<file path="src/rtl/ptw_pkg.sv">
package ptw_pkg;

  typedef enum logic [1:0] {
    ACC_FETCH = 2'd0,
    ACC_LOAD  = 2'd1,
    ACC_STORE = 2'd2
  } acc_e;

  localparam logic [1:0] PRIV_U = 2'd0;
  localparam logic [1:0] PRIV_S = 2'd1;
  localparam logic [1:0] PRIV_M = 2'd3;

  // entry flag positions
  localparam int FLG_V   = 0;
  localparam int FLG_R   = 1;
  localparam int FLG_W   = 2;
  localparam int FLG_X   = 3;
  localparam int FLG_U   = 4;
  localparam int FLG_A   = 6;
  localparam int FLG_D   = 7;
  localparam int PPN_LSB = 10;

  localparam logic [3:0] CAUSE_FETCH_PF = 4'd12;
  localparam logic [3:0] CAUSE_LOAD_PF  = 4'd13;
  localparam logic [3:0] CAUSE_STORE_PF = 4'd15;

  function automatic logic [3:0] pf_cause(acc_e a);
    case (a)
      ACC_FETCH: return CAUSE_FETCH_PF;
      ACC_STORE: return CAUSE_STORE_PF;
      default:   return CAUSE_LOAD_PF;
    endcase
  endfunction

endpackage

</file>
<file path="src/rtl/ptw_mode_sel.sv">
module ptw_mode_sel
  import ptw_pkg::*;
(
  input  logic [1:0] priv,
  input  acc_e       acc,
  input  logic       mprv,
  input  logic [1:0] mpp,
  input  logic       xlate_on,
  output logic [1:0] eff_priv,
  output logic       bypass
);
  always_comb begin
    eff_priv = priv;
    if (priv == PRIV_M && acc != ACC_FETCH && mprv)
      eff_priv = mpp;
    bypass = (eff_priv == PRIV_M) || !xlate_on;
  end
endmodule

</file>
<file path="src/rtl/ptw_leaf_check.sv">
module ptw_leaf_check
  import ptw_pkg::*;
#(
  parameter int PTE_W = 32
) (
  input  logic [PTE_W-1:0] pte,
  input  logic [1:0]       eff_priv,
  input  acc_e             acc,
  input  logic             sum,
  input  logic             mxr,
  output logic             is_table,
  output logic             leaf_ok,
  output logic [PTE_W-1:0] upd_pte
);
  logic v, r, w, x, u;
  logic priv_ok, shape_ok, perm_ok;

  always_comb begin
    v = pte[FLG_V];
    r = pte[FLG_R];
    w = pte[FLG_W];
    x = pte[FLG_X];
    u = pte[FLG_U];
    is_table = v && !r && !w && !x;
    priv_ok  = u ? !(eff_priv == PRIV_S && !sum) : (eff_priv == PRIV_S);
    shape_ok = v && !(w && !r);
    case (acc)
      ACC_FETCH: perm_ok = x;
      ACC_STORE: perm_ok = r && w;
      default:   perm_ok = r || (mxr && x);
    endcase
    leaf_ok = !is_table && priv_ok && shape_ok && perm_ok;
    upd_pte = pte;
    upd_pte[FLG_A] = 1'b1;
    if (acc == ACC_STORE) upd_pte[FLG_D] = 1'b1;
  end
endmodule

</file>
<file path="src/rtl/pt_walker.sv">
module pt_walker
  import ptw_pkg::*;
#(
  parameter int VA_W        = 32,
  parameter int PTE_W       = 32,
  parameter int PAGE_SHIFT  = 12,
  parameter int IDX_W       = 10,
  parameter int LEVELS      = 2,
  parameter int ENTRY_BYTES = 4,
  localparam int PPN_W      = PTE_W - PPN_LSB,
  localparam int PA_W       = PPN_W + PAGE_SHIFT
) (
  input  logic             clk,
  input  logic             rst_n,
  input  logic             req_valid,
  output logic             req_ready,
  input  logic [VA_W-1:0]  req_vaddr,
  input  logic [1:0]       req_acc,
  input  logic [1:0]       req_priv,
  input  logic             st_mprv,
  input  logic [1:0]       st_mpp,
  input  logic             st_sum,
  input  logic             st_mxr,
  input  logic             xlate_on,
  input  logic [PPN_W-1:0] root_ppn,
  output logic             mem_req,
  output logic             mem_cas,
  output logic [PA_W-1:0]  mem_addr,
  output logic [PTE_W-1:0] mem_cmp,
  output logic [PTE_W-1:0] mem_wdata,
  input  logic             mem_rsp_valid,
  input  logic [PTE_W-1:0] mem_rdata,
  output logic             resp_valid,
  output logic             resp_fault,
  output logic [3:0]       resp_cause,
  output logic [PA_W-1:0]  resp_paddr,
  output logic             resp_r,
  output logic             resp_w,
  output logic             resp_x
);
  localparam int LVL_W       = (LEVELS > 1) ? $clog2(LEVELS) : 1;
  localparam int ENTRY_SHIFT = $clog2(ENTRY_BYTES);
  localparam logic [LVL_W-1:0] TOP_LVL = LVL_W'(LEVELS - 1);

  typedef enum logic [2:0] {S_IDLE, S_RD, S_RDW, S_CAS, S_CASW} st_e;

  // address of the entry selected by idx in the table at base
  function automatic logic [PA_W-1:0] entry_addr(logic [PA_W-1:0] base,
                                                 logic [IDX_W-1:0] idx);
    return base + (PA_W'(idx) << ENTRY_SHIFT);
  endfunction

  // leaf address; at level lvl the low lvl*IDX_W page bits come from the VA
  function automatic logic [PA_W-1:0] leaf_addr(logic [PPN_W-1:0] ppn,
                                                logic [VA_W-1:0] va,
                                                logic [LVL_W-1:0] lvl);
    logic [PPN_W-1:0] keep, vpn, mix;
    keep = {PPN_W{1'b1}} << (int'(lvl) * IDX_W);
    vpn  = PPN_W'(va[VA_W-1:PAGE_SHIFT]);
    mix  = (ppn & keep) | (vpn & ~keep);
    return {mix, va[PAGE_SHIFT-1:0]};
  endfunction

  st_e              state;
  logic [LVL_W-1:0] lvl_q;
  logic [PA_W-1:0]  base_q;
  logic [VA_W-1:0]  va_q;
  acc_e             acc_q;
  logic [1:0]       eff_q;
  logic             sum_q, mxr_q, byp_q;
  logic [PPN_W-1:0] root_q;
  logic [PTE_W-1:0] pte_q, upd_q;

  acc_e             acc_in;
  logic [1:0]       eff_in;
  logic             byp_in;
  logic             is_table, leaf_ok;
  logic [PTE_W-1:0] upd_pte, done_pte;
  logic [IDX_W-1:0] cur_idx;

  // named events
  logic ev_accept, rsp_rd, rsp_cas;
  logic ev_descend, ev_walk_fault, ev_need_cas, ev_leaf_done;
  logic ev_cas_ok, ev_cas_fail, ev_finish;

  assign acc_in = acc_e'(req_acc);

  ptw_mode_sel u_mode (
    .priv(req_priv), .acc(acc_in), .mprv(st_mprv), .mpp(st_mpp),
    .xlate_on(xlate_on), .eff_priv(eff_in), .bypass(byp_in)
  );

  ptw_leaf_check #(.PTE_W(PTE_W)) u_chk (
    .pte(mem_rdata), .eff_priv(eff_q), .acc(acc_q), .sum(sum_q), .mxr(mxr_q),
    .is_table(is_table), .leaf_ok(leaf_ok), .upd_pte(upd_pte)
  );

  always_comb begin
    req_ready     = (state == S_IDLE);
    ev_accept     = req_ready && req_valid;
    rsp_rd        = mem_rsp_valid && (state == S_RDW);
    rsp_cas       = mem_rsp_valid && (state == S_CASW);
    ev_descend    = rsp_rd && is_table && (lvl_q != '0);
    ev_walk_fault = rsp_rd && ((is_table && lvl_q == '0) || (!is_table && !leaf_ok));
    ev_need_cas   = rsp_rd && !is_table && leaf_ok && (upd_pte != mem_rdata);
    ev_leaf_done  = rsp_rd && !is_table && leaf_ok && (upd_pte == mem_rdata);
    ev_cas_ok     = rsp_cas && (mem_rdata == pte_q);
    ev_cas_fail   = rsp_cas && (mem_rdata != pte_q);
    ev_finish     = ev_leaf_done || ev_cas_ok;
    done_pte      = ev_cas_ok ? upd_q : mem_rdata;
    cur_idx       = va_q[PAGE_SHIFT + int'(lvl_q) * IDX_W +: IDX_W];
    mem_req       = (state == S_RD) || (state == S_CAS);
    mem_cas       = (state == S_CAS);
    mem_addr      = entry_addr(base_q, cur_idx);
    mem_cmp       = pte_q;
    mem_wdata     = upd_q;
  end

  always_ff @(posedge clk) begin
    if (!rst_n) begin
      state      <= S_IDLE;
      lvl_q      <= '0;
      base_q     <= '0;
      va_q       <= '0;
      acc_q      <= ACC_FETCH;
      eff_q      <= PRIV_U;
      sum_q      <= 1'b0;
      mxr_q      <= 1'b0;
      byp_q      <= 1'b0;
      root_q     <= '0;
      pte_q      <= '0;
      upd_q      <= '0;
      resp_valid <= 1'b0;
      resp_fault <= 1'b0;
      resp_cause <= '0;
      resp_paddr <= '0;
      resp_r     <= 1'b0;
      resp_w     <= 1'b0;
      resp_x     <= 1'b0;
    end else begin
      resp_valid <= 1'b0;
      case (state)
        S_IDLE: if (ev_accept) begin
          va_q   <= req_vaddr;
          acc_q  <= acc_in;
          eff_q  <= eff_in;
          sum_q  <= st_sum;
          mxr_q  <= st_mxr;
          root_q <= root_ppn;
          byp_q  <= byp_in;
          if (byp_in) begin
            resp_valid <= 1'b1;
            resp_fault <= 1'b0;
            resp_cause <= '0;
            resp_paddr <= PA_W'(req_vaddr);
            resp_r     <= 1'b1;
            resp_w     <= 1'b1;
            resp_x     <= 1'b1;
          end else begin
            base_q <= {root_ppn, {PAGE_SHIFT{1'b0}}};
            lvl_q  <= TOP_LVL;
            state  <= S_RD;
          end
        end
        S_RD:  state <= S_RDW;
        S_CAS: state <= S_CASW;
        S_RDW: begin
          if (ev_descend) begin
            base_q <= {mem_rdata[PTE_W-1:PPN_LSB], {PAGE_SHIFT{1'b0}}};
            lvl_q  <= lvl_q - 1'b1;
            state  <= S_RD;
          end else if (ev_walk_fault) begin
            resp_valid <= 1'b1;
            resp_fault <= 1'b1;
            resp_cause <= pf_cause(acc_q);
            resp_paddr <= '0;
            resp_r     <= 1'b0;
            resp_w     <= 1'b0;
            resp_x     <= 1'b0;
            state      <= S_IDLE;
          end else if (ev_need_cas) begin
            pte_q <= mem_rdata;
            upd_q <= upd_pte;
            state <= S_CAS;
          end
        end
        S_CASW: if (ev_cas_fail) begin
          base_q <= {root_q, {PAGE_SHIFT{1'b0}}};
          lvl_q  <= TOP_LVL;
          state  <= S_RD;
        end
        default: state <= S_IDLE;
      endcase
      if (ev_finish) begin
        resp_valid <= 1'b1;
        resp_fault <= 1'b0;
        resp_cause <= '0;
        resp_paddr <= leaf_addr(done_pte[PTE_W-1:PPN_LSB], va_q, lvl_q);
        resp_r     <= done_pte[FLG_R];
        resp_x     <= done_pte[FLG_X];
        resp_w     <= done_pte[FLG_W] && (acc_q == ACC_STORE || done_pte[FLG_D]);
        state      <= S_IDLE;
      end
    end
  end

  // ---------------- assertions ----------------
  AST_BYPASS_IDENTITY: assert property (@(posedge clk) disable iff (!rst_n)
    resp_valid && byp_q |-> resp_paddr == PA_W'(va_q) && resp_r && resp_w && resp_x && !resp_fault);

  AST_FAULT_CLEAN: assert property (@(posedge clk) disable iff (!rst_n)
    resp_valid && resp_fault |-> resp_paddr == '0 && !resp_r && !resp_w && !resp_x &&
      (resp_cause == 4'd12 || resp_cause == 4'd13 || resp_cause == 4'd15));

  AST_STORE_FAULT_CODE: assert property (@(posedge clk) disable iff (!rst_n)
    resp_valid && resp_fault && acc_q == ACC_STORE |-> resp_cause == 4'd15);

  AST_SWAP_SETS_ACCESSED: assert property (@(posedge clk) disable iff (!rst_n)
    mem_req && mem_cas |-> mem_wdata[FLG_A] && (mem_wdata != mem_cmp));

  AST_ONE_CYCLE_REQ: assert property (@(posedge clk) disable iff (!rst_n)
    mem_req |=> !mem_req);

  AST_RESULT_WHEN_IDLE: assert property (@(posedge clk) disable iff (!rst_n)
    resp_valid |-> req_ready);

endmodule

</file>
<file path="config.mk">
export PLATFORM = sky130hd
export DESIGN_NAME = pt_walker
export DESIGN_NICKNAME = d
export VERILOG_FILES = /design/src/rtl/ptw_pkg.sv /design/src/rtl/ptw_mode_sel.sv /design/src/rtl/ptw_leaf_check.sv /design/src/rtl/pt_walker.sv
export SDC_FILE = /design/constraint.sdc
export NUM_CORES = 1
export LEC_CHECK = 0
export BUFFER_PORTS_ARGS = -buffer_cell sky130_fd_sc_hd__buf_4
export CORE_MARGIN = 4
export CORE_UTILIZATION = 50
export CTS_CLUSTER_SIZE = 16
export DETAILED_ROUTE_END_ITERATION = 8
export PLACE_DENSITY = 0.81
export SYNTH_ARGS = -nofsm -noshare
export SYNTH_HDL_FRONTEND = slang
export SYNTH_SLANG_ARGS = --single-unit
</file>
<file path="constraint.sdc">
create_clock -name clk -period 5.7 [get_ports clk]
set_input_delay 0.57 -clock clk [delete_from_list [all_inputs] [get_ports clk]]
set_output_delay 0.57 -clock clk [all_outputs]
set_load 0.02 [all_outputs]
</file>
======== Word level (Yosys, flattened, before mapping) ========
Cells that the tools add are included.
operators by class
  add/sub/neg operators ................... 3
  multiply operators ...................... 1
  equality and inequality tests ........... 24
  shift operators ......................... 2
  muxes and demuxes ....................... 53
  bitwise logic cells ..................... 8
  reduce and logical (&&, ||, !) cells .... 56
operators by type and width
  operator                                           number
  two-way mux 34 bit                                 9
  one-hot mux 34 bit (3 select lines)                1
  one-hot mux 34 bit (2 select lines)                1
  adder 34 x 12 -> 34 bit                            1
  adder 5 x 32 -> 32 bit, first input constant       1
  equality test 32 bit                               1
  two-way mux 32 bit                                 1
  != test 32 bit                                     1
  variable part select 32 x 32 -> 10 bit             1
  logical AND 1 bit                                  28
  bitwise AND 20 x 22 -> 22 bit                      1
  bitwise AND 22 bit                                 1
  two-way mux 1 bit                                  22
  inverter 22 bit                                    1
  bitwise OR 22 bit                                  1
  left shift 22 x 5 -> 22 bit, first input constant  1
  two-way mux 3 bit                                  6
  two-way mux 4 bit                                  4
  one-hot mux 3 bit (5 select lines)                 1
  AND reduction 5 bit                                3
  != test 2 bit, second input constant               5
  zero test 1 bit                                    9
  one-hot mux 1 bit (2 select lines)                 4
  one-hot mux 4 bit (2 select lines)                 1
  25 further kinds                                   42
word-level totals
  register bits after elaboration ......... 205
  output and inout bits ................... 144
  logic and storage cells ................. 165

======== Longest topological paths before layout ========
Gate-level depths: netlist of the first run.
  depth after elaboration ................. 16
  gate-level depth with buffers ........... 10

======== By module ========
From an unflattened synthesis of the first run, not the netlist that was laid out.
second synthesis, totals
  cells, all modules ...................... 1071
  area, all modules ....................... 9521.6 µm²
by module, submodules not included
  module          instances  cells an instance  area each (µm²)  sequential area each (µm²)
  pt_walker       1          1019               9138.8           3823.7
  ptw_leaf_check  1          44                 326.6            0.0
  ptw_mode_sel    1          8                  56.3             0.0

======== Worst setup path before layout of the first run ========
Ideal clock, no wire load.
  path kind ............................... flip-flop to flip-flop
  start ................................... register state[0]
  end ..................................... register resp_paddr[10]
  setup time .............................. 91 ps
  data arrival time ....................... 2279 ps
  data required time ...................... 5609 ps
  slack ................................... 3330 ps
  cell stages (with the launch flop) ...... 8
  path buffers ............................ 2
  cells stage by stage .................... dfxtp_1 -> buf_6 -> nor3_1 -> nand2_1 -> a21oi_1 -> clkbuf_1 -> nand3_1 -> a311oi_1
RTL lines
  element                                  line              text
  start, declared                          pt_walker.sv:64   st_e state;
  start signal, assigned                   pt_walker.sv:121  state <= S_IDLE;
  start signal, assigned                   pt_walker.sv:162  state <= S_RD;
  start signal, assigned                   pt_walker.sv:165  S_RD: state <= S_RDW;
  zero test 3 bit (*)                      pt_walker.sv:99   req_ready = (state == S_IDLE);
  via req_ready                            pt_walker.sv:16   output logic req_ready,
  logical AND 1 bit                        pt_walker.sv:100  ev_accept = req_ready && req_valid;
  != test 3 x 1 -> 1 bit (no source line)  -
  AND reduction 5 bit (no source line)     -
  end signal, assigned                     pt_walker.sv:155  resp_paddr <= PA_W'(req_vaddr);
  end signal, assigned                     pt_walker.sv:198  resp_paddr <= leaf_addr(done_pte[PTE_W-1:PPN_LSB], va_q, lvl_q);
  end, declared                            pt_walker.sv:36   output logic [PA_W-1:0] resp_paddr,
Mark *: on every way through the listed nets, which the timed path passes. The rest lies on a longest branch.
A chain may end at the register's enable or synchronous reset.

======== Worst setup path after layout of the first run ========
  start ................................... register state[0]
  end ..................................... register resp_x
between the ends
  word-level cells in the longest chain between the ends .. 8
RTL lines
  element                                                       line                                text
  equality test 3 x 2 -> 1 bit                                  pt_walker.sv:101, pt_walker.sv:142
  logical AND 1 bit                                             pt_walker.sv:101                    rsp_rd = mem_rsp_valid && (state == S_RDW);
  logical AND 1 bit (3 in a row)                                pt_walker.sv:106                    ev_leaf_done = rsp_rd && !is_table && leaf_ok && (upd_pte == mem_rdata);
  logical OR 1 bit                                              pt_walker.sv:109                    ev_finish = ev_leaf_done || ev_cas_ok;
  != test 3 bit (no source line), or another cell as far along  -
  AND reduction 5 bit (no source line)                          -
  end signal, assigned                                          pt_walker.sv:200                    resp_x <= done_pte[FLG_X];
  end, declared                                                 pt_walker.sv:39                     output logic resp_x
Several ways; a longest one is shown, not always the timed one.

==> impl_metrics.yaml, run 1 <==
clock_network:
  cts.path.max_buffers: 2
  post_cts_buffers: 0
  clock-sinks: 161
  htree_levels: 4
  cts_tree: "done"
  cts-root-buf: "clkbuf_16"
  cts_buffers: 17
  cts_hold_buf: 0
  cts.clk_slew.worst_paths_ns: 0.06
  ctsResizeCount: 0
  clk-insertion-delay-late_ns: 0.43
routing:
  ant_nets: 0
  drc_errors: 0
  dr.pass1.iters: 7
  wirelength_microns: 25000
  drtIter0Drc: 635
  routed-via-count: 7537
  wire_per_inst_microns: 19.4
  via_per_inst: 5.84
setup_path:
  end_kind: "register"
  worst_ep_required_time_ns: 6.01
  cp_max_fo: 61
  path_class: "reg -> reg"
  arrival_ns: 3.72
  start_kind: "register"
logic_synthesis:
  syn_inst: 927
  synth-seq-cells: 161
  synth_seq_area_share_pct: 41.6
  yosysWarnings: 0
  synth.distinct_cells: 55
  syn_area_sq_mm: 0.00775
  ys.flop_type: "dfxtp_1"
  yosysTopAreaCell: "dfxtp_1"
  synth_top_area_share_pct: 41.6
  synth_area_per_cell_sq_um: 8.36
  async_flop_share_pct: 0
  synthTopCellsByArea: "dfxtp_1 (42%), a21oi_1 (8.1%), nand2_1 (7.2%)"
  synth_edf_count: 0
final_layout:
  syn2layout_area_growth_pct: 28.2
  multiInputGateArea_sq_mm: 0.00392
  drive_gt1_share_pct: 28.9
  fillerInstances: 1322
  layout.nets: 1189
  layout.cells.most_common_list: "buf_4 (254), dfxtp_1 (161), nand2_1 (148)"
  n_antenna_cell: 0
  seq_area_sq_mm: 0.00322
  final_common_cell: "buf_4"
timing:
  setup_viol: 0
  period_minus_slack_ns: 3.41
  final_hold_viol_count: 0
  drv_slew: 0
  fin_skew_ns: 0.00967
  finalCritPeriodShare_pct: 59.8
  fmax_mhz: 293
  rsz0062_at_grt: "no"
  slew_headroom_pct: 30.5
  setup_tns_ns: 0
  setup_ws_ns: 2.29
  tightest_slew_ns: 1.04
placement:
  io_buffers: 241
  pre_cts_slack_ns: 2.36
  hpwl_microns: 17400
  gp_congestion: 0.859
power_and_ir_drop:
  power_mw: 2.99
  power.switching_uw: 808
  power.internal_mw: 2.18
  ir_drop_uv: 212
  swShare_pct: 27.1
  combPwrFrac_pct: 17.9
  p_leak_nw: 4.63
  clockPowerShare_pct: 40.2
  power_density_mw_per_mm2: 301
  seqPwrFrac_pct: 41.9
global_route:
  grt_max_degree: 96
  antenna_found_initial: 0
  grt.overflow.total: 0
  grt_pass1_vias: 6994
  grt.total_usage_pct: 27.0
  grt_pass1_wl_microns: 37900
die:
  start_util_pct: 51.0
  pin_count: 244
  die-width_microns: 132
  num_rows: 45
  die_y_microns: 132
  core_area_sq_mm: 0.0152
  die_area_sq_mm: 0.0175
hold_path:
  hold_path.class: "in -> reg"
status:
  outcome: "completed"
run:
  drv_cap: 0
[registers in the layout (all words and copies together) (netlist names), 2 cells and up]
name        flops
va_q           32
root_q         22
base_q         22
mem_cmp        32
resp_cause      3
state           3
mem_wdata       2
eff_q           2
acc_q           2
resp_paddr     34
[metal layers]
metal  vias up  GRT usage (%)  routed length, microns  part of all wire (%)
li1       3573              -                       -                     -
met1      3563           33.9                   10000                    40
met2       361           45.1                   12200                    49
met3        40           7.07                    2200                   8.8
met4         0           9.01                     596                   2.4
met5         -              0                       0                     0
[final timing paths]
check | start | cells past startpoint | slack [ns] | to
min | mem_rdata[9] | 3 | 0.39 | mem_cmp[9]$_SDFFE_PN0P_
min reg2reg | va_q[2]$_SDFFE_PN0P_ | 2 | 0.45 | va_q[2]$_SDFFE_PN0P_
max | state[0]$_SDFFE_PP0P_ | 8 | 2.29 | resp_x$_SDFFE_PN0P_
max reg2reg | state[0]$_SDFFE_PP0P_ | 8 | 2.29 | resp_x$_SDFFE_PN0P_
[cells in the mapped netlist, types with 2 or more instances]
cell type and count:
buf_2 19, o31ai_1 2, xor2_1 32, buf_4 35, o311ai_0 2, nand4_1 5
o21ai_0 13, a31oi_1 21, nor3b_2 2, mux2_2 21, nor4_1 9, nor3_1 26
o41ai_1 19, a311oi_1 12, buf_6 3, clkbuf_1 51, buf_1 4, a2bb2oi_1 2
nor2_1 44, dfxtp_1 161, nand3_1 26, o221a_1 2, and3_1 23, and2_1 13
o21a_1 2, or3_1 2, inv_1 7, nor2b_1 6, mux2i_1 40, nand2_1 149
a21oi_1 126, a22o_1 24, a22oi_1 2
[per-stage QoR]
| stage | hold WS (ns) | std cells | instance area, sq um | util [%] |
|---|---|---|---|---|
| detailed placement | 0.443 | 1258 | 9320 | 61.3 |
| global placement | 0.436 | 1258 | 9320 | 61.3 |
| floorplan | 0.432 | 928 | 7750 | - |
| CTS | 0.377 | 1290 | 9930 | 65.3 |
| global route | 0.391 | 1290 | 9930 | 65.3 |
| finish | 0.394 | 1290 | 9930 | 65.3 |
[layout make-up]
cell class	count	share of cell area, %
sequential	161	32.5
clock buffer	23	4.61
clock inverter	9	1.57
inverter	7	0.290
timing repair buffer	254	19.2
multi-input combinational	648	39.5
tap	188	2.37
[power by group through the flow]
| stage | clock network [mW] | registers [mW] | logic (mW) |
|---|---|---|---|
| finish | 1.20 | 1.25 | 0.536 |
| global route | 1.25 | 1.26 | 0.579 |
| CTS | 1.21 | 1.25 | 0.536 |
| detailed placement | 0 | 1.27 | 0.533 |
| global placement | 0 | 1.27 | 0.527 |
| floorplan | 0 | 1.32 | 0.261 |
[worst max-delay path, stage by stage (launching register included)]
cell	delay, ns
dfxtp_1	0.45
nor3_1	0.16
nand2_2	0.09
buf_4	0.52
a21oi_1	0.09
buf_4	0.22
a21oi_2	0.63
nand3_2	0.60
o221a_1	0.45
[cells by family after synthesis]
logic type / count (synthesis) / share of synthesized area [%]
DFF: 161 / 41.6
xor gates and xnor gates: 32 / 3.62
other: 1 / 0.0484
and+or+nand+nor: 316 / 19.1
AOI/OAI and AO/OA: 237 / 19.3
buffers and inverters: 119 / 8.06
muxes: 61 / 8.22
No activity file was read; power rests on OpenSTA's default activity.
==> run 2, diff against run 1 <==
==> constraint.sdc (replaced) <==
create_clock -name clk -period 3.55 [get_ports clk]
set_input_delay 0.355 -clock clk [delete_from_list [all_inputs] [get_ports clk]]
set_output_delay 0.355 -clock clk [all_outputs]
set_load 0.02 [all_outputs]
==> run 2 against run 1 <==
  * Maximum frequency rose by 22%
  * Worst hold slack got worse by 0.22 ns
  * Count of clock-buffer cells in the layout is 1 lower
  * Total power grew 65%
  * Die area is the same
  * First-iteration DRC count rose by 19%
==> impl_metrics.yaml, run 2 (synthesis results as in run 1) <==
routing:
  dr.pass1.iters: 5
  wire_per_inst_microns: 19.4
  ant_nets: 0
  via_per_inst: 5.86
  drtIter0Drc: 755
  wirelength_microns: 25100
  routed-via-count: 7583
  drc_errors: 0
global_route:
  use_met3_pct: 6.69
  grt_util_met1_pct: 35.3
  grt.total_usage_pct: 27.5
  grt_pass1_wl_microns: 38800
  grt.overflow.total: 0
  grtUsageMet2_pct: 45.3
  grt_pass1_vias: 7050
  antenna_found_initial: 0
  grt_max_degree: 75
  busiest_layer: "met2"
clock_network:
  cts_hold_buf: 0
  cts_tree: "done"
  cts-root-buf: "clkbuf_16"
  clock-sinks: 161
  clk-insertion-delay-late_ns: 0.43
  post_cts_buffers: 0
  cts.path.max_buffers: 2
  ctsResizeCount: 0
  htree_levels: 4
  cts.clk_slew.worst_paths_ns: 0.06
  cts_buffers: 17
timing:
  fmax_mhz: 358
  setup_viol: 0
  tightest_slew_ns: 0.966
  final_hold_viol_count: 0
  fin_skew_ns: 0.00819
  finalCritPeriodShare_pct: 78.6
  period_minus_slack_ns: 2.79
  rsz0062_at_grt: "no"
  drv_slew: 0
  slew_headroom_pct: 35.4
  setup_tns_ns: 0
final_layout:
  largest_reg_flops: 34
  drive_gt1_share_pct: 29.6
  layout.nets: 1195
  n_antenna_cell: 0
  final_common_cell: "buf_4"
  post-route-cell-area_sq_mm: 0.0100
  regMostFlops: "resp_paddr"
  syn2layout_area_growth_pct: 29.6
  layout.cells.most_common_list: "buf_4 (259), dfxtp_1 (161), nand2_1 (148)"
  final_util_pct: 66.0
  instances_no_fill: 1295
power_and_ir_drop:
  p_leak_nw: 4.69
  ir_drop_uv: 362
  power_density_mw_per_mm2: 491
hold_path:
  hp-start: "mem_rdata[8]"
  hold_end: "mem_cmp[8]$_SDFFE_PN0P_"
  holdPathStages: 3
  hold_path.class: "in -> reg"
setup_path:
  worst_ep_required_time_ns: 3.92
  cp_max_fo: 33
  worst-r2r-cell-count: 7
  ff2ff_setup_slack_ns: 0.76
  path_class: "reg -> reg"
  rr_startpoint: "state[1]$_SDFFE_PP0P_"
  reg2reg_to: "resp_x$_SDFFE_PN0P_"
  arrival_ns: 3.16
  end_kind: "register"
  start_kind: "register"
status:
  outcome: "completed"
die:
  die-width_microns: 132
  die_area_sq_mm: 0.0175
  die_y_microns: 132
  start_util_pct: 51.0
  num_rows: 45
  pin_count: 244
  core_area_sq_mm: 0.0152
run:
  drv_cap: 0
placement:
  gp_congestion: 0.884
  post-place-cells: 1264
  hpwl_microns: 17700
  placed_area_sq_mm: 0.00938
  io_buffers: 241
[run 2: area by class of cell]
cell class,instances,area (sq um)
well taps,188,235
fillers,1305,5160
multi-input cells,648,3920
clock inverters,9,178
flip-flops and latches,161,3220
repair buffers,260,1960
clock buffers,22,484
inverters,7,28.8
[run 2: per-stage QoR]
stage / setup WS [ns] / hold slack (ns) / power [mW]
2_1_floorplan: 1.18 / 0.432 / 2.54
3_3_place_gp: 0.836 / 0.437 / 2.90
3_5_place_dp: 0.785 / 0.444 / 2.91
4_1_cts: 0.784 / 0.169 / 4.94
5_1_grt: 0.584 / 0.180 / 5.10
6_report: 0.759 / 0.175 / 4.93
[run 2: report_power, final]
group          internal, mW  switching (mW)
clock                  1.32           0.730
sequential             1.93          0.0745
combinational         0.375           0.495
[run 2: layer usage]
metal / part of all wire (%) / up-vias
met2: 48 / 376
met5: 0 / -
met4: 2.7 / 0
met1: 41 / 3567
met3: 8.4 / 51
li1: - / 3589
[run 2: worst max path at each step]
| stage | end | start | cells past startpoint |
|---|---|---|---|
| global route | resp_paddr[14]$_SDFFE_PN0P_ | state[1]$_SDFFE_PP0P_ | 7 |
| global placement | resp_paddr[28]$_SDFFE_PN0P_ | mem_rdata[13] | 8 |
| floorplan | resp_paddr[10]$_SDFFE_PN0P_ | state[0]$_SDFFE_PP0P_ | 7 |
| CTS | resp_x$_SDFFE_PN0P_ | state[1]$_SDFFE_PP0P_ | 7 |
| finish | resp_x$_SDFFE_PN0P_ | state[1]$_SDFFE_PP0P_ | 7 |
| detailed placement | resp_paddr[29]$_SDFFE_PN0P_ | mem_rdata[13] | 8 |
[run 2: worst max-delay path, stage by stage (launching register included)]
cell	delay, ns
dfxtp_1	0.43
or3b_1	0.37
buf_4	0.26
nor3b_2	0.31
nand4_2	0.18
or2_1	0.47
nand3_2	0.45
o221a_1	0.26
==> run 3, diff against run 2 <==
--- a/config.mk
+++ b/config.mk
@@ -5,12 +5,13 @@
 export SDC_FILE = /design/constraint.sdc
 export NUM_CORES = 1
 export LEC_CHECK = 0
+export ABC_AREA = 1
 export BUFFER_PORTS_ARGS = -buffer_cell sky130_fd_sc_hd__buf_4
 export CORE_MARGIN = 4
-export CORE_UTILIZATION = 50
+export CORE_UTILIZATION = 47
 export CTS_CLUSTER_SIZE = 16
 export DETAILED_ROUTE_END_ITERATION = 8
-export PLACE_DENSITY = 0.81
+export PLACE_DENSITY = 0.8
 export SYNTH_ARGS = -nofsm -noshare
 export SYNTH_HDL_FRONTEND = slang
 export SYNTH_SLANG_ARGS = --single-unit
==> constraint.sdc (replaced) <==
create_clock -name clk -period 2.4 [get_ports clk]
set_input_delay 0.24 -clock clk [delete_from_list [all_inputs] [get_ports clk]]
set_output_delay 0.24 -clock clk [all_outputs]
set_load 0.02 [all_outputs]
==> run 3 against run 2 <==
  * First-iteration DRC count decreased by 9.0%
  * Setup slack got worse by 0.57 ns
  * Flip-flop and latch count did not move
  * Clock skew grew 0.0066 ns
  * Sequential power up 78%
  * Clock power up 40%
  * Core utilization shrank 4.0 points
  * Worst hold slack worse by 0.12 ns
  * Die area up 11%
  * Critical endpoint is now resp_cause[0]$_SDFFE_PP0P_
  * Non-clock buffer count rose by 6
  * Wire length grew 6.1%
  * Sequential share of layout area shrank 1.1 points
==> impl_metrics.yaml, run 3 <==
status:
  outcome: "completed"
power_and_ir_drop:
  p_leak_nw: 4.96
  power.switching_mw: 4.13
  power.internal_mw: 6.54
  power_density_mw_per_mm2: 1030
  seqPwrFrac_pct: 33.5
  clockPowerShare_pct: 26.8
  ir_drop_uv: 671
  swShare_pct: 38.7
  combPwrFrac_pct: 39.6
global_route:
  grt_max_degree: 79
  grt_pass1_vias: 7798
  grt.total_usage_pct: 26.4
  grt.overflow.total: 0
  grt_util_met1_pct: 32.8
  grt_pass1_wl_microns: 41300
  antenna_found_initial: 0
  use_met3_pct: 6.24
  grtUsageMet2_pct: 42.9
  busiest_layer: "met2"
clock_network:
  htree_levels: 4
  cts_hold_buf: 0
  cts_tree: "done"
  ctsResizeCount: 0
  clk-insertion-delay-late_ns: 0.44
  cts_buffers: 17
  post_cts_buffers: 0
  cts-root-buf: "clkbuf_16"
  cts.clk_slew.worst_paths_ns: 0.06
  clock-sinks: 161
  cts.path.max_buffers: 2
logic_synthesis:
  synth_top_area_share_pct: 39.8
  syn_area_sq_mm: 0.00810
  synth_edf_count: 0
  async_flop_share_pct: 0
  synth-seq-cells: 161
  synthTopCellsByArea: "dfxtp_1 (40%), nand2_1 (11%), a21oi_1 (7.4%)"
  syn_inst: 1183
  netlist_top_cells_count: "nand2_1 (248), dfxtp_1 (161), inv_1 (140), nor2_1 (135), a21oi_1 (120)"
  yosysMostFrequentCell: "nand2_1"
  synth_area_per_cell_sq_um: 6.85
  synth.distinct_cells: 31
  ys.flop_type: "dfxtp_1"
  yosysTopAreaCell: "dfxtp_1"
  synth_seq_area_share_pct: 39.8
  yosysWarnings: 0
die:
  die-width_microns: 139
  die_area_sq_mm: 0.0194
  start_util_pct: 48.4
  core_area_sq_mm: 0.0168
  die_y_microns: 139
  num_rows: 47
  pin_count: 244
routing:
  routed-via-count: 8374
  drc_errors: 0
  via_per_inst: 5.26
  ant_nets: 0
  wirelength_microns: 26600
  drtIter0Drc: 687
  dr.pass1.iters: 6
  wire_per_inst_microns: 16.7
timing:
  setup_tns_ns: 0
  setup_ws_ns: 0.193
  period_minus_slack_ns: 2.21
  rsz0062_at_grt: "no"
  final_hold_viol_count: 0
  fmax_mhz: 453
  setup_viol: 0
  finalCritPeriodShare_pct: 92.0
  drv_slew: 0
  tightest_slew_ns: 0.745
  slew_headroom_pct: 50.3
  fin_skew_ns: 0.0148
final_layout:
  drive_gt1_share_pct: 23.5
  largest_reg_flops: 34
  final_util_pct: 62.1
  fillerInstances: 1487
  final_common_cell: "buf_4"
  syn2layout_area_growth_pct: 28.3
  layout.nets: 1459
  n_antenna_cell: 0
  layout.cells.most_common_list: "buf_4 (262), nand2_1 (248), dfxtp_1 (161)"
  regMostFlops: "resp_paddr"
placement:
  io_buffers: 241
  pre_cts_slack_ns: 0.202
  hpwl_microns: 19200
  gp_congestion: 0.898
setup_path:
  path_class: "reg -> reg"
  worst_ep_required_time_ns: 2.75
  cp_max_fo: 29
  crit_start: "eff_q[0]$_SDFFE_PN0P_"
  start_kind: "register"
  ff2ff_setup_slack_ns: 0.19
  end_kind: "register"
  rr_startpoint: "eff_q[0]$_SDFFE_PN0P_"
  arrival_ns: 2.56
run:
  drv_cap: 0
hold_path:
  hold_path.class: "in -> reg"
  hp-start: "req_vaddr[6]"
run 3: cell families after synthesis:
logic type                synth area share (%)
AOI/OAI and AO/OA                         15.7
and+or+nand+nor                           25.8
xor gates and xnor gates                  2.49
buffers and inverters                     14.9
muxes                                     1.24
other                                   0.0463
DFF                                       39.8
run 3: layer usage:
metal | up-vias | wire, microns
met5 | - | 0
met4 | 0 | 1260
met3 | 72 | 2280
met2 | 398 | 12600
met1 | 3788 | 10500
li1 | 4116 | -
run 3: worst paths after layout:
kind	cells past startpoint	to
max	13	resp_cause[0]$_SDFFE_PP0P_
min	3	va_q[6]$_SDFFE_PN0P_
max reg2reg	13	resp_cause[0]$_SDFFE_PP0P_
min reg2reg	2	mem_wdata[6]$_SDFFE_PN0P_
run 3: metrics by stage:
| step | hold slack, ns | power, mW | cell area, sq um | instances |
|---|---|---|---|---|
| after floorplan | 0.381 | 6.38 | 8110 | 1184 |
| after global placement | 0.437 | 7.72 | 9780 | 1560 |
| after detailed placement | 0.444 | 7.79 | 9780 | 1560 |
| after CTS | 0.0473 | 10.7 | 10400 | 1591 |
| after global routing | 0.0604 | 11.3 | 10400 | 1591 |
| final | 0.0569 | 10.7 | 10400 | 1591 |
run 3: power groups by stage:
stage	combinational (mW)	sequential, mW	clock (mW)
after floorplan	2.49	3.88	0
after global placement	4.12	3.61	0
after detailed placement	4.17	3.62	0
after CTS	4.20	3.57	2.89
after global routing	4.66	3.63	2.98
final	4.23	3.58	2.86
run 3: cell type report:
cell class | count | area [sq um] | share of cell area (%)
flip-flops and latches | 161 | 3220 | 31.0
multi-input cells | 763 | 3680 | 35.4
repair buffers | 266 | 2050 | 19.7
clock inverters | 10 | 159 | 1.53
inverters | 150 | 563 | 5.41
well taps | 220 | 275 | 2.65
clock buffers | 21 | 450 | 4.33
run 3: critical path, cell delays in order, from the launching register on:
cell and delay, ns:
dfxtp_1 0.34, inv_1 0.06, nor2_1 0.15, nand3_1 0.09, nand2_1 0.07, nor2_1 0.04, nand2_1 0.13, nor2_4 0.05
nand2_2 0.09, buf_4 0.32, nand2_4 0.16, inv_2 0.24, nand2_1 0.21, a21oi_1 0.19
